**config.mk**
```make
export PLATFORM = sky130hd
export DESIGN_NAME = qdec_top
export DESIGN_NICKNAME = d
export VERILOG_FILES = /design/src/rtl/qdec_pkg.sv /design/src/rtl/qdec_sync.sv /design/src/rtl/qdec_step_map.sv /design/src/rtl/qdec_ctrl.sv /design/src/rtl/qdec_top.sv
export SDC_FILE = /design/constraint.sdc
export NUM_CORES = 1
export LEC_CHECK = 0
export ABC_AREA = 1
export BUFFER_PORTS_ARGS = -buffer_cell sky130_fd_sc_hd__buf_2
export CORE_MARGIN = 1.5
export CORE_UTILIZATION = 25
export DETAILED_ROUTE_END_ITERATION = 7
export PLACE_DENSITY_LB_ADDON = 0.2
export SLEW_MARGIN = 20
export SYNTH_ARGS = -nofsm -noshare
export SYNTH_HDL_FRONTEND = slang
export SYNTH_SLANG_ARGS = --single-unit
```
**constraint.sdc**
```tcl
create_clock -name clk -period 4.1 [get_ports clk]
set_input_delay 0.82 -clock clk [delete_from_list [all_inputs] [get_ports clk]]
set_output_delay 0.82 -clock clk [all_outputs]
set_load 0.02 [all_outputs]
```
**src/rtl/qdec_pkg.sv**
```systemverilog
package qdec_pkg;
    typedef enum logic [1:0] {
        QS_SETTLE  = 2'd0,
        QS_CAPTURE = 2'd1,
        QS_TRACK   = 2'd2
    } qd_state_e;

    typedef logic signed [2:0] qd_step_t;
endpackage

```
**src/rtl/qdec_sync.sv**
```systemverilog
module qdec_sync #(
    parameter int W = 2
) (
    input  logic         clk,
    input  logic         rst_n,
    input  logic [W-1:0] d_async,
    output logic [W-1:0] q_sync
);
    logic [W-1:0] stage1;
    logic [W-1:0] stage2;

    always_ff @(posedge clk) begin
        if (!rst_n) begin
            stage1 <= '0;
            stage2 <= '0;
        end else begin
            stage1 <= d_async;
            stage2 <= stage1;
        end
    end

    assign q_sync = stage2;
endmodule

```
**src/rtl/qdec_step_map.sv**
```systemverilog
module qdec_step_map
    import qdec_pkg::*;
(
    input  logic [3:0] code,
    output qd_step_t   step
);
    always_comb begin
        unique case (code)
            4'd1, 4'd7, 4'd8, 4'd14:  step = 3'sd1;
            4'd2, 4'd4, 4'd11, 4'd13: step = -3'sd1;
            4'd3, 4'd12:              step = 3'sd2;
            4'd6, 4'd9:               step = -3'sd2;
            4'd0, 4'd5, 4'd10, 4'd15: step = 3'sd0;
        endcase
    end
endmodule

```
**src/rtl/qdec_ctrl.sv**
```systemverilog
module qdec_ctrl
    import qdec_pkg::*;
#(
    parameter int SETTLE_CYC = 100000
) (
    input  logic clk,
    input  logic rst_n,
    output logic capture,
    output logic track,
    output logic busy
);
    localparam int CNT_W = $clog2(SETTLE_CYC + 1);
    localparam logic [CNT_W-1:0] CNT_LAST = CNT_W'(SETTLE_CYC - 1);

    qd_state_e        state_q, state_d;
    logic [CNT_W-1:0] cnt_q;

    // state register
    always_ff @(posedge clk) begin
        if (!rst_n) state_q <= QS_SETTLE;
        else        state_q <= state_d;
    end

    // settle counter
    always_ff @(posedge clk) begin
        if (!rst_n)                                   cnt_q <= '0;
        else if (state_q == QS_SETTLE && cnt_q != CNT_LAST) cnt_q <= cnt_q + 1'b1;
    end

    // next state
    always_comb begin
        state_d = state_q;
        unique case (state_q)
            QS_SETTLE:  if (cnt_q == CNT_LAST) state_d = QS_CAPTURE;
            QS_CAPTURE: state_d = QS_TRACK;
            QS_TRACK:   state_d = QS_TRACK;
            default:    state_d = QS_SETTLE;
        endcase
    end

    // outputs
    always_comb begin
        capture = 1'b0;
        track   = 1'b0;
        busy    = 1'b1;
        unique case (state_q)
            QS_SETTLE:  ;
            QS_CAPTURE: capture = 1'b1;
            QS_TRACK: begin
                track = 1'b1;
                busy  = 1'b0;
            end
            default: ;
        endcase
    end

    // once tracking starts, busy stays low until reset
    p_busy_sticky_r3: assert property (@(posedge clk) disable iff (!rst_n)
        !busy |=> !busy);
endmodule

```
**src/rtl/qdec_top.sv**
```systemverilog
module qdec_top
    import qdec_pkg::*;
#(
    parameter int POS_W      = 32,
    parameter int SETTLE_CYC = 100000
) (
    input  logic             clk,
    input  logic             rst_n,
    input  logic             cha_in,
    input  logic             chb_in,
    input  logic             load_en,
    input  logic [POS_W-1:0] load_val,
    output logic [POS_W-1:0] pos_out,
    output logic             busy
);
    logic [1:0]       lvl;      // bit0 = A, bit1 = B
    logic [1:0]       prev_q;
    logic [3:0]       code;
    qd_step_t         step;
    logic             capture, track;
    logic [POS_W-1:0] pos_q;

    qdec_sync #(.W(2)) u_sync (
        .clk     (clk),
        .rst_n   (rst_n),
        .d_async ({chb_in, cha_in}),
        .q_sync  (lvl)
    );

    qdec_ctrl #(.SETTLE_CYC(SETTLE_CYC)) u_ctrl (
        .clk     (clk),
        .rst_n   (rst_n),
        .capture (capture),
        .track   (track),
        .busy    (busy)
    );

    assign code = {lvl, prev_q};

    qdec_step_map u_map (
        .code (code),
        .step (step)
    );

    always_ff @(posedge clk) begin
        if (!rst_n) begin
            prev_q <= '0;
            pos_q  <= '0;
        end else begin
            if (capture || track) prev_q <= lvl;
            if (load_en)          pos_q <= load_val;
            else if (track)       pos_q <= pos_q + {{(POS_W-3){step[2]}}, step};
        end
    end

    assign pos_out = pos_q;

    // load value appears on the next edge
    p_load_r9: assert property (@(posedge clk) disable iff (!rst_n)
        load_en |=> pos_out == $past(load_val));

    // no counting while busy
    p_settle_hold_r3: assert property (@(posedge clk) disable iff (!rst_n)
        (busy && !load_en) |=> $stable(pos_out));

    // one decode never moves more than two counts
    p_step_bound_r4: assert property (@(posedge clk) disable iff (!rst_n)
        (!busy && !load_en) |=>
            ($signed(pos_out - $past(pos_out)) <= 2) &&
            ($signed(pos_out - $past(pos_out)) >= -2));

    // unchanged levels leave the count alone
    p_idle_code_r8: assert property (@(posedge clk) disable iff (!rst_n)
        (!busy && !load_en && lvl == prev_q) |=> $stable(pos_out));

    // R7 (and R6): both channels flipped gives a nonzero move
    p_double_step_r7: assert property (@(posedge clk) disable iff (!rst_n)
        (!busy && !load_en && lvl == ~prev_q) |=> !$stable(pos_out));
endmodule

```
Yosys cells after proc, flatten, opt, wreduce, memory -nomap -nowiden
Memories as Yosys holds them, arrays and structs flattened.
Index checks and enable logic that the tools add are counted.
W data, S select, Z words.
{"block": "word_totals", "register_bits": 57, "mem_bits_ro": 48, "in_bits": 37, "out_inout_bits": 33, "word_cells": 26, "n_memories": 1}
{"memory": "(no name shown)", "words": 16, "word_bits": 3, "rd": 1, "rd_ports_with_merged_regs": 0, "wr": 0, "line": "qdec_step_map.sv:8", "source": "unique case (code)"}
{"block": "classes", "n_addsub": 2, "n_eq_ne": 5, "muxes": 7, "reduce_logical": 5}
{"cell": "$mux W32", "count": 2}
{"cell": "$add A32 B32 Y32", "count": 1}
{"cell": "$add A17 B1 Y17 const B", "count": 1}
{"cell": "$eq A17 B17 Y1 const B", "count": 1}
{"cell": "$ne A17 B17 Y1 const B", "count": 1}
{"cell": "$pmux W2 S2", "count": 1}
{"cell": "$mux W1", "count": 3}
{"cell": "$eq A2 B1 Y1 const B", "count": 1}
{"cell": "$eq A2 B2 Y1 const B", "count": 1}
{"cell": "$logic_not A2 Y1", "count": 1}
{"cell": "$mux W2", "count": 1}
{"cell": "$ne A2 B2 Y1 const B", "count": 1}
{"cell": "$reduce_bool A2 Y1", "count": 1}
{"cell": "$reduce_or A2 Y1", "count": 1}
{"cell": "$logic_and A1 B1 Y1", "count": 1}
{"cell": "$logic_or A1 B1 Y1", "count": 1}

Logic depth before layout (Yosys ltp)
Gate-level depths: netlist (run 1).
{"block": "depth", "ltp_word": 4, "mapped_depth": 18, "mapped_depth_nobuf": 18}

By module
A second synthesis (run 1) with hierarchy kept.
{"block": "unflattened", "cells_unflattened": 861, "hier_area_um2": 5104.9}
{"module": "qdec_top", "n_inst": 1, "cells_each": 653, "area_per_inst_um2": 3781.1, "seq_area_each_um2": 680.7}
{"module": "qdec_ctrl", "n_inst": 1, "cells_each": 166, "area_per_inst_um2": 1067.3, "seq_area_each_um2": 380.4}
{"module": "qdec_step_map", "n_inst": 1, "cells_each": 30, "area_per_inst_um2": 146.4, "seq_area_each_um2": 0.0}
{"module": "qdec_sync", "n_inst": 1, "cells_each": 12, "area_per_inst_um2": 110.1, "seq_area_each_um2": 80.1}

Least setup slack after synthesis (run 1)
OpenSTA, ideal clock, no wires.
{"block": "synth_path", "path_kind": "register -> register", "startpoint": "register prev_q[0]", "endpoint": "register pos_q[23] (netlist: pos_out[23])", "setup_time_ns": 0.131, "arrival_time_ns": 2.425, "required_ns": 3.969, "path_slack_ns": 1.544, "stages_incl_launch_ff": 19, "path_buffers": 0, "synth_period_minus_slack_ns": 2.556, "cell_sequence": "dfxtp_1 -> inv_1 -> ha_1 -> nand2_1 -> inv_1 -> o21ai_0 -> nand2_2 -> ha_1 -> nand2_2 -> nor2_2 -> nand3_1 -> nand2_1 -> nand2_1 -> nand2_2 -> nand2_1 -> nand2_1 -> nand2_1 -> nand3_1 -> a21oi_2"}
{"block": "synth_via", "elab_chain_len": 4}
{"element": "start, declared", "line": "qdec_top.sv:17", "source": "logic [1:0] prev_q;"}
{"element": "start signal, assigned", "line": "qdec_top.sv:50", "source": "if (capture || track) prev_q <= lvl;"}
{"element": "$mem_v2 Z16 W3"}
{"element": "$add A32 B32 Y32", "line": "qdec_top.sv:52", "source": "else if (track) pos_q <= pos_q + {{(POS_W-3){step[2]}}, step};"}
{"element": "$mux W32", "line": "qdec_top.sv:52"}
{"element": "$mux W32", "line": "qdec_top.sv:51", "source": "if (load_en) pos_q <= load_val;"}
{"element": "end signal, assigned", "line": "qdec_top.sv:51"}
{"element": "end signal, assigned", "line": "qdec_top.sv:52"}
{"element": "end, declared", "line": "qdec_top.sv:21", "source": "logic [POS_W-1:0] pos_q;"}
Every way passes these cells. The select of a mux whose other input is x is not followed.
A chain may end at the register's enable or synchronous reset.

Final worst setup path (run 1)
{"block": "layout_path", "startpoint": "register prev_q[0]", "endpoint": "register pos_q[19] (netlist: pos_out[19])"}
Same word-level chain as after synthesis.

==> results by group, run 1 <==
Run status
  • Result of the run: finished clean

Synthesis
  • Synth unique cells: 35
  • Async set-or-reset flop fraction in the synthesized netlist: 0
  • Dominant combinational cell family by area after synthesis: simple AND/OR/NAND/NOR gates
  • Most frequent cell after synthesis: nand2_1
  • Xor/xnor share of the synthesized area: 0.0386
  • Mean cell area of the mapped netlist: 5.93 um^2
  • Commonest cells in the synthesized netlist: nand2_1, inv_1, a21oi_1
  • Number of synthesized register bits: 57
  • Fraction of synthesized cell area taken by the top area cell type: 0.229
  • Count of synthesis-stage warnings from yosys: 0
  • Most used DFF post-synth: dfxtp_1
  • Gate count of the mapped netlist: 841
  • Synth Area in Simple Gates: 0.360
  • Multiplexer area fraction after synthesis: 0
  • Post-synthesis instance area: 0.00499 mm^2
  • Net Count, Synth: 917
  • Dominant cell type by area after synthesis: dfxtp_1
  • Share of the yosys chip area belonging to registers: 0.229
  • Compound-Gate Fraction of Synth Area: 0.138
  • Main area contributors after synthesis: dfxtp_1, nand2_1, inv_1
  • Adder-cell area share of the yosys netlist: 0.0993
  • Post-synth EDFFs: 0

Worst hold path
  • Hold/Removal Path Class: flop to flop
  • Hold path cells: 2
  • Hold Crit Start: u_sync.stage1[0]
  • Hold Path End: u_sync.q_sync[0]

STA
  • Fraction of the cycle the final worst path needs: 0.798
  • Headroom to the max-slew limit: 0.518
  • Setup-violating endpoint count in the final report: 0
  • Final hold vios: 0
  • Measured slew at the worst slew-check pin: 0.723 ns
  • Fmax: 0.305 GHz
  • RSZ-0062 raised after global routing: no
  • Final count of pins violating max slew: 0
  • Minimum hold slack: 0.417 ns
  • Fin crit period: 3.27 ns
  • Total negative slack: 0 ns
  • Final setup margin: 0.827 ns
  • Setup Skew: 0.00909 ns

Placement
  • Routability congestion estimate: 0.839
  • Detailed Place HPWL: 11.9 mm
  • Minimum setup slack after placement: 0.799 ns
  • Number of input and output port buffers inserted: 69

Pwr
  • Maximum ir drop on the vdd rail: 0.189 mV
  • Lkg Pwr: 3.14 nW
  • Total power consumption of the routed design: 1.96 mW
  • Pwr per Cell Area: 332 mW/mm^2

Critical path
  • Count of cell instances traversed by the critical path: 16
  • Crit path buf inv count: 2
  • Stage delay of the slowest cell on the critical path: 0.61 ns
  • Endpoint of the worst register-to-register path: pos_out[19]
  • Critical Path RT: 4.31 ns
  • CP max stage cell: ha_1
  • Signal arrival time at the worst endpoint: 3.48 ns
  • Maximum fanout count along the critical path: 31
  • Worst path cell trace: inv_1 > ha_1 > nand2_1 > inv_1 > o21ai_0 > nand2_2 > ha_1 > nor2_1 > a21oi_1 > nand3_1 > nand3_1 > nand2_1 > nand2_1 > nand2_1 > nand3_1 > a21oi_1
  • Worst reg2reg path startpoint: prev_q[0]
  • Critical path startpoint category: flop
  • FF-to-FF setup slack: 0.83 ns
  • Classification of the worst setup path: flop to flop
  • Critical path's most frequent cell: nand2_1
  • Kind of capture point of the worst setup path: flop
  • Logic depth of the worst register-to-register path: 16
  • Kind of cell adding the most delay to the critical path: simple AND/OR/NAND/NOR gates

CTS
  • Worst-path clk slew: 0.06 ns
  • Hold Buf Count CTS: 0
  • Number of post-CTS setup repair buffers: 0
  • Max clock buf depth: 2
  • Clock latency at the later pin of the worst-skew pair: 0.34 ns
  • TritonCTS Buffers: 9
  • H-tree levels: 3
  • CTS tree: yes
  • Number of clock sinks: 57
  • Root buffer cell: clkbuf_16
  • CTS-repair resized insts: 0

Cells and area
  • Final net count: 981
  • Post-layout util: 0.303
  • Syn-to-layout area delta: 18.5%
  • Number of diodes added for antenna fixing: 0
  • Filler cells: 2267
  • Share of cells above drive strength 1: 0.119

Routing
  • DRC marker count from the first detailed-route iteration: 244
  • Final routed wire length divided by cell count: 12.7 um
  • Post-detailed-route count of antenna-violating nets: 0
  • Number of iterations in the first detailed-routing pass: 5
  • Detailed-route via count: 5106
  • Met1 Routed Length: 6.95 mm
  • Routed WL: 14.9 mm
  • Drt via density: 4.35
  • Routed length on met3: 539 um
  • Wire length on met2: 7.25 mm
  • Uppermost metal layer occupied by signal nets: met5
  • DRC: 0

Floorplan
  • Height of the die: 144 um
  • Starting density of the core: 0.255
  • Core footprint: 0.0195 mm^2
  • Area of the die: 0.0208 mm^2
  • Row count: 51
  • Die width: 144 um
  • Top-level I/O count: 70

Flow run
  • Count of max-cap constraint violations: 0

Global route
  • First-pass GRT wire length: 24.3 mm
  • Number of antenna violations at the first check in global routing: 1
  • Vias in the first global route: 4963
  • Overflow after GRT: 0
  • Maximum number of pins on one net before global-route repair: 36
  • Total GRT Usage: 0.151
flip-flops by register name, indices dropped and copies added (netlist names):
register        cells
pos_out            32
prev_q              2
u_ctrl.cnt_q       17
u_ctrl.state_q      2
u_sync.q_sync       2
u_sync.stage1       2
layer usage:
metal / vias to the layer above / global-route usage
li1: 2779 / -
met1: 2229 / 0.187
met2: 87 / 0.267
met3: 9 / 0.0298
met4: 2 / 0.0409
met5: - / 0
cells by family after synthesis:
group,count (synthesis)
AOI/OAI and AO/OA,119
DFF,57
buffers and inverters,169
adders and majority gates,39
and+or+nand+nor,435
xor gates and xnor gates,22
per-stage QoR:
step,cell area (um^2),cells
global placement,5590,1159
global route,5910,1174
finish,5910,1174
detailed placement,5590,1159
CTS,5910,1174
floorplan,4990,841
layout make-up:
type	instances	area, um^2	area share
tap	265	332	0.0561
clock inverter	5	80.1	0.0135
multi-input combinational	615	3180	0.539
clock buffer	10	239	0.0404
timing repair buffer	73	375	0.0635
inverter	149	559	0.0946
sequential	57	1140	0.193
how the worst max path moves through the flow:
stage / slack, ns / to / startpoint
floorplan: 1.54 / pos_out[23] / prev_q[0]
global placement: 0.85 / pos_out[19] / prev_q[0]
detailed placement: 0.80 / pos_out[19] / prev_q[0]
CTS: 0.78 / pos_out[19] / prev_q[0]
global route: 0.47 / pos_out[19] / prev_q[0]
finish: 0.83 / pos_out[19] / prev_q[0]
worst register-to-register path, delay by kind of cell, from the launching register on:
family / cells / cell delay (ns)
buffers and inverters: 2 / 0.11
and+or+nand+nor: 9 / 1.33
DFF: 1 / 0.38
adders and majority gates: 2 / 0.81
AOI/OAI and AO/OA: 3 / 0.51
power by group:
group	leakage, nW	internal [mW]	switching, mW
Sequential	0.467	0.586	0.0274
Combinational	2.52	0.181	0.345
Clock	0.151	0.543	0.279
Total	3.14	1.31	0.652
placed cells by master (no fill, tap or decap), types with 6 or more instances in the layout:
master	n
dfxtp_1	57
nand2_2	8
nand4_1	6
a21oi_1	62
a31oi_1	7
o21ai_0	17
nor2_1	56
inv_1	148
a22oi_1	23
nor3_1	7
nand2_1	288
xor2_1	15
ha_1	38
xnor2_1	7
clkbuf_16	9
buf_2	69
nand3_1	52
(Power assumes the default switching activity.)
==> inputs of run 2 (changes only) <==
- ABC_AREA: 1 -> 0
- clock period: 4.1 -> 2.8 ns (I/O delays scaled with it)
==> run 2 against run 1 <==
  * Via count decreased by 5.9%
  * Highest routed layer is now met4
  * Hold slack better by 0.0045 ns
  * Cell count shrank 17%
  * Largest power group unchanged
  * Die area decreased by 13%
  * The run now ends with negative setup slack left
  * Maximum frequency is 1.4% lower
  * Sequential power is 45% higher
  * Clock power rose by 51%
  * Final area is 15% higher
  * Non-clock buffer count increased by 130
==> results by group, run 2 <==
Critical path
  • CP max stage cell: or4b_4
  • Signal arrival time at the worst endpoint: 3.57 ns (+0.09 ns)
  • Endpoint of the worst register-to-register path: pos_out[31]
  • Critical Path RT: 3.05 ns (-1.26 ns)
  • Classification of the worst setup path: flop to flop
  • Worst setup path start: prev_q[0]
  • Count of cell instances traversed by the critical path: 14 (-2)
  • Last element of the critical path: pos_out[31]
  • Crit path buf inv count: 3 (+1)
  • FF-to-FF setup slack: -0.52 ns (-1.35 ns)
  • Logic depth of the worst register-to-register path: 14 (-2)
  • Kind of capture point of the worst setup path: flop
  • Maximum fanout count along the critical path: 8 (-74%)
  • Worst reg2reg path startpoint: prev_q[0]
  • Stage delay of the slowest cell on the critical path: 0.50 ns (-0.11 ns)
  • Worst path cell trace: inv_4 > ha_4 > a211oi_4 > a21oi_4 > buf_8 > buf_6 > ha_4 > nand2_2 > nor2_2 > or4b_4 > a31oi_4 > o31ai_4 > or4b_1 > a311oi_1
  • Critical path startpoint category: flop
  • Critical path's most frequent cell: ha_4
  • Kind of cell adding the most delay to the critical path: simple AND/OR/NAND/NOR gates

Cells and area
  • Area of the multi-input gates: 0.00360 mm^2 (+13%)
  • Leading cell types in the layout, fill and taps excluded: buf_4, buf_2, dfxtp_1, nor2_1, a21oi_1
  • Area taken by flip-flops and latches: 0.00115 mm^2 (+0.66%)
  • Share of cells above drive strength 1: 0.412 (+0.293)
  • Filler cells: 1721 (-24%)
  • Leading cell type in the layout, fill and taps excluded: buf_4
  • Syn-to-layout area delta: 58.2%
  • Number of diodes added for antenna fixing: 0 (unchanged)
  • Number of flip-flops under the largest register name: 32 (unchanged)
  • Final net count: 826 (-16%)
  • Cell Count, Final, Fillers Out: 975 (-17%)

CTS
  • H-tree levels: 3 (unchanged)
  • Worst-path clk slew: 0.05 ns (about the same)
  • Root buffer cell: clkbuf_16
  • TritonCTS Buffers: 9 (unchanged)
  • Max clock buf depth: 2 (unchanged)
  • Number of clock sinks: 57 (unchanged)
  • Hold Buf Count CTS: 0 (unchanged)
  • Clock latency at the later pin of the worst-skew pair: 0.35 ns (about the same)
  • CTS tree: yes

Routing
  • Post-detailed-route count of antenna-violating nets: 0 (unchanged)
  • Number of iterations in the first detailed-routing pass: 5 (unchanged)
  • DRC: 0 (unchanged)
  • Drt via density: 4.93 (+13%)
  • Final routed wire length divided by cell count: 15.8 um (+25%)
  • Detailed-route via count: 4806 (-5.9%)
  • Routed WL: 15.4 mm (+3.4%)
  • DRC marker count from the first detailed-route iteration: 200 (-18%)

Synthesis
  • Count of synthesis-stage warnings from yosys: 0 (unchanged)
  • Most frequent cell after synthesis: a21oi_1
  • Most used DFF post-synth: dfxtp_1
  • Number of synthesized register bits: 57 (unchanged)
  • Commonest cells in the synthesized netlist: a21oi_1, dfxtp_1, nor2_1
  • Mean cell area of the mapped netlist: 7.65 um^2 (+29%)
  • Post-synth EDFFs: 0 (unchanged)
  • Dominant cell type by area after synthesis: dfxtp_1
  • Synth unique cells: 57 (+63%)
  • Net Count, Synth: 640 (-30%)
  • Async set-or-reset flop fraction in the synthesized netlist: 0 (unchanged)
  • Post-synthesis instance area: 0.00431 mm^2 (-14%)
  • Gate count of the mapped netlist: 564 (-33%)
  • Share of the yosys chip area belonging to registers: 0.265 (+0.0358)
  • Fraction of synthesized cell area taken by the top area cell type: 0.265 (+0.0358)
  • Main area contributors after synthesis: dfxtp_1, ha_1, a21oi_1

STA
  • Fraction of the cycle the final worst path needs: 1.19 (+0.387)
  • Final hold vios: 0 (unchanged)
  • Headroom to the max-slew limit: 0.657 (+0.139)
  • Final count of pins violating max slew: 0 (unchanged)
  • Final setup margin: -0.520 ns (-1.35 ns)
  • Measured slew at the worst slew-check pin: 0.515 ns (-0.208 ns)
  • RSZ-0062 raised after global routing: yes
  • Setup-violating endpoint count in the final report: 22 (+22)
  • Fin crit period: 3.32 ns (+0.0470 ns)
  • Setup Skew: 0.00807 ns (-0.00102 ns)
  • Fmax: 0.301 GHz (-1.4%)

Global route
  • Overflow after GRT: 0 (unchanged)
  • Global route hottest layer: met2
  • First-pass GRT wire length: 24.5 mm (+0.82%)
  • Vias in the first global route: 4801 (-3.3%)
  • Met1 usage: 0.227 (+0.0404)
  • Met2 Use GR: 0.281 (+0.0145)
  • Met3 usage: 0.0253 (-0.00448)
  • Maximum number of pins on one net before global-route repair: 42 (+17%)
  • Number of antenna violations at the first check in global routing: 0 (-1)
  • Total GRT Usage: 0.172 (+0.0210)

Pwr
  • Maximum ir drop on the vdd rail: 0.330 mV (+75%)
  • Pwr per Cell Area: 433 mW/mm^2 (+30%)
  • Total power consumption of the routed design: 2.96 mW (+51%)
  • Lkg Pwr: 2.92 nW (-6.8%)

Floorplan
  • Area of the die: 0.0181 mm^2 (-13%)
  • Starting density of the core: 0.258 (+0.00284)
  • Core footprint: 0.0167 mm^2 (-14%)
  • Row count: 47 (-7.8%)
  • Height of the die: 134 um (-6.9%)
  • Top-level I/O count: 70 (unchanged)
  • Die width: 134 um (-6.9%)

Placement
  • Detailed Place HPWL: 10.9 mm (-8.1%)
  • Placed instance count: 940 (-19%)
  • Number of input and output port buffers inserted: 69 (unchanged)
  • Routability congestion estimate: 0.901 (+7.4%)

Run status
  • Result of the run: finished, violations left
  • Violated checks: negative setup slack

Worst hold path
  • Hold/Removal Path Class: input port to flop

Flow run
  • Count of max-cap constraint violations: 0 (unchanged)
[run 2: power by group]
| part | switching, mW | internal, mW | leakage (nW) |
|---|---|---|---|
| logic | 0.419 | 0.405 | 2.30 |
| clock network | 0.455 | 0.788 | 0.157 |
| registers | 0.0422 | 0.846 | 0.470 |
[run 2: worst min path at each step]
stage                startpoint                to  slack (ns)  cells after the start
2_1_floorplan  u_sync.stage1[0]  u_sync.q_sync[0]        0.41                      1
3_3_place_gp   u_sync.stage1[0]  u_sync.q_sync[0]        0.44                      1
3_5_place_dp   u_sync.stage1[1]  u_sync.q_sync[1]        0.44                      1
4_1_cts                  cha_in  u_sync.stage1[0]        0.41                      2
5_1_grt                  cha_in  u_sync.stage1[0]        0.42                      2
6_report                 cha_in  u_sync.stage1[0]        0.42                      2
[run 2: per-stage QoR]
stage	worst slack, ns	utilization	TNS (ns)	hold slack (ns)	cell area (um^2)
6_report	-0.520	0.409	-5.65	0.422	6830
5_1_grt	-0.629	0.409	-9.61	0.422	6830
4_1_cts	-0.503	0.396	-7.71	0.415	6620
3_5_place_dp	-0.688	0.341	-11.27	0.437	5700
3_3_place_gp	-0.614	0.341	-9.74	0.438	5700
2_1_floorplan	-0.514	-	-4.09	0.412	4330
[run 2: kinds of logic after synthesis]
family          synth area share
fa+ha+maj                  0.115
simple gates               0.229
compound gates             0.235
xor+xnor                  0.0731
mux                       0.0447
flops                      0.265
buf+inv                   0.0389
[run 2: area by class of cell]
type                            instances  share of cell area
Inverter                               15             0.00898
Clock inverter                          7              0.0150
Timing Repair Buffer                  203               0.207
Tap cell                              220              0.0403
Clock buffer                            9              0.0330
Multi-Input combinational cell        464               0.527
Sequential cell                        57               0.168
[run 2: routing by layer]
| metal | wire [um] | share of wire |
|---|---|---|
| met5 | 0 | 0 |
| met4 | 323 | 0.021 |
| met3 | 389 | 0.025 |
| met2 | 7330 | 0.48 |
| met1 | 7340 | 0.48 |
[run 2: repair_timing]
| item | CTS | global route |
|---|---|---|
| setup endpoints to repair | 26 | 26 |
| setup buffers | 15 | 4 |
| pin swaps | 35 | 22 |
| cloned | 1 | 0 |
| resized for setup | 90 | 41 |
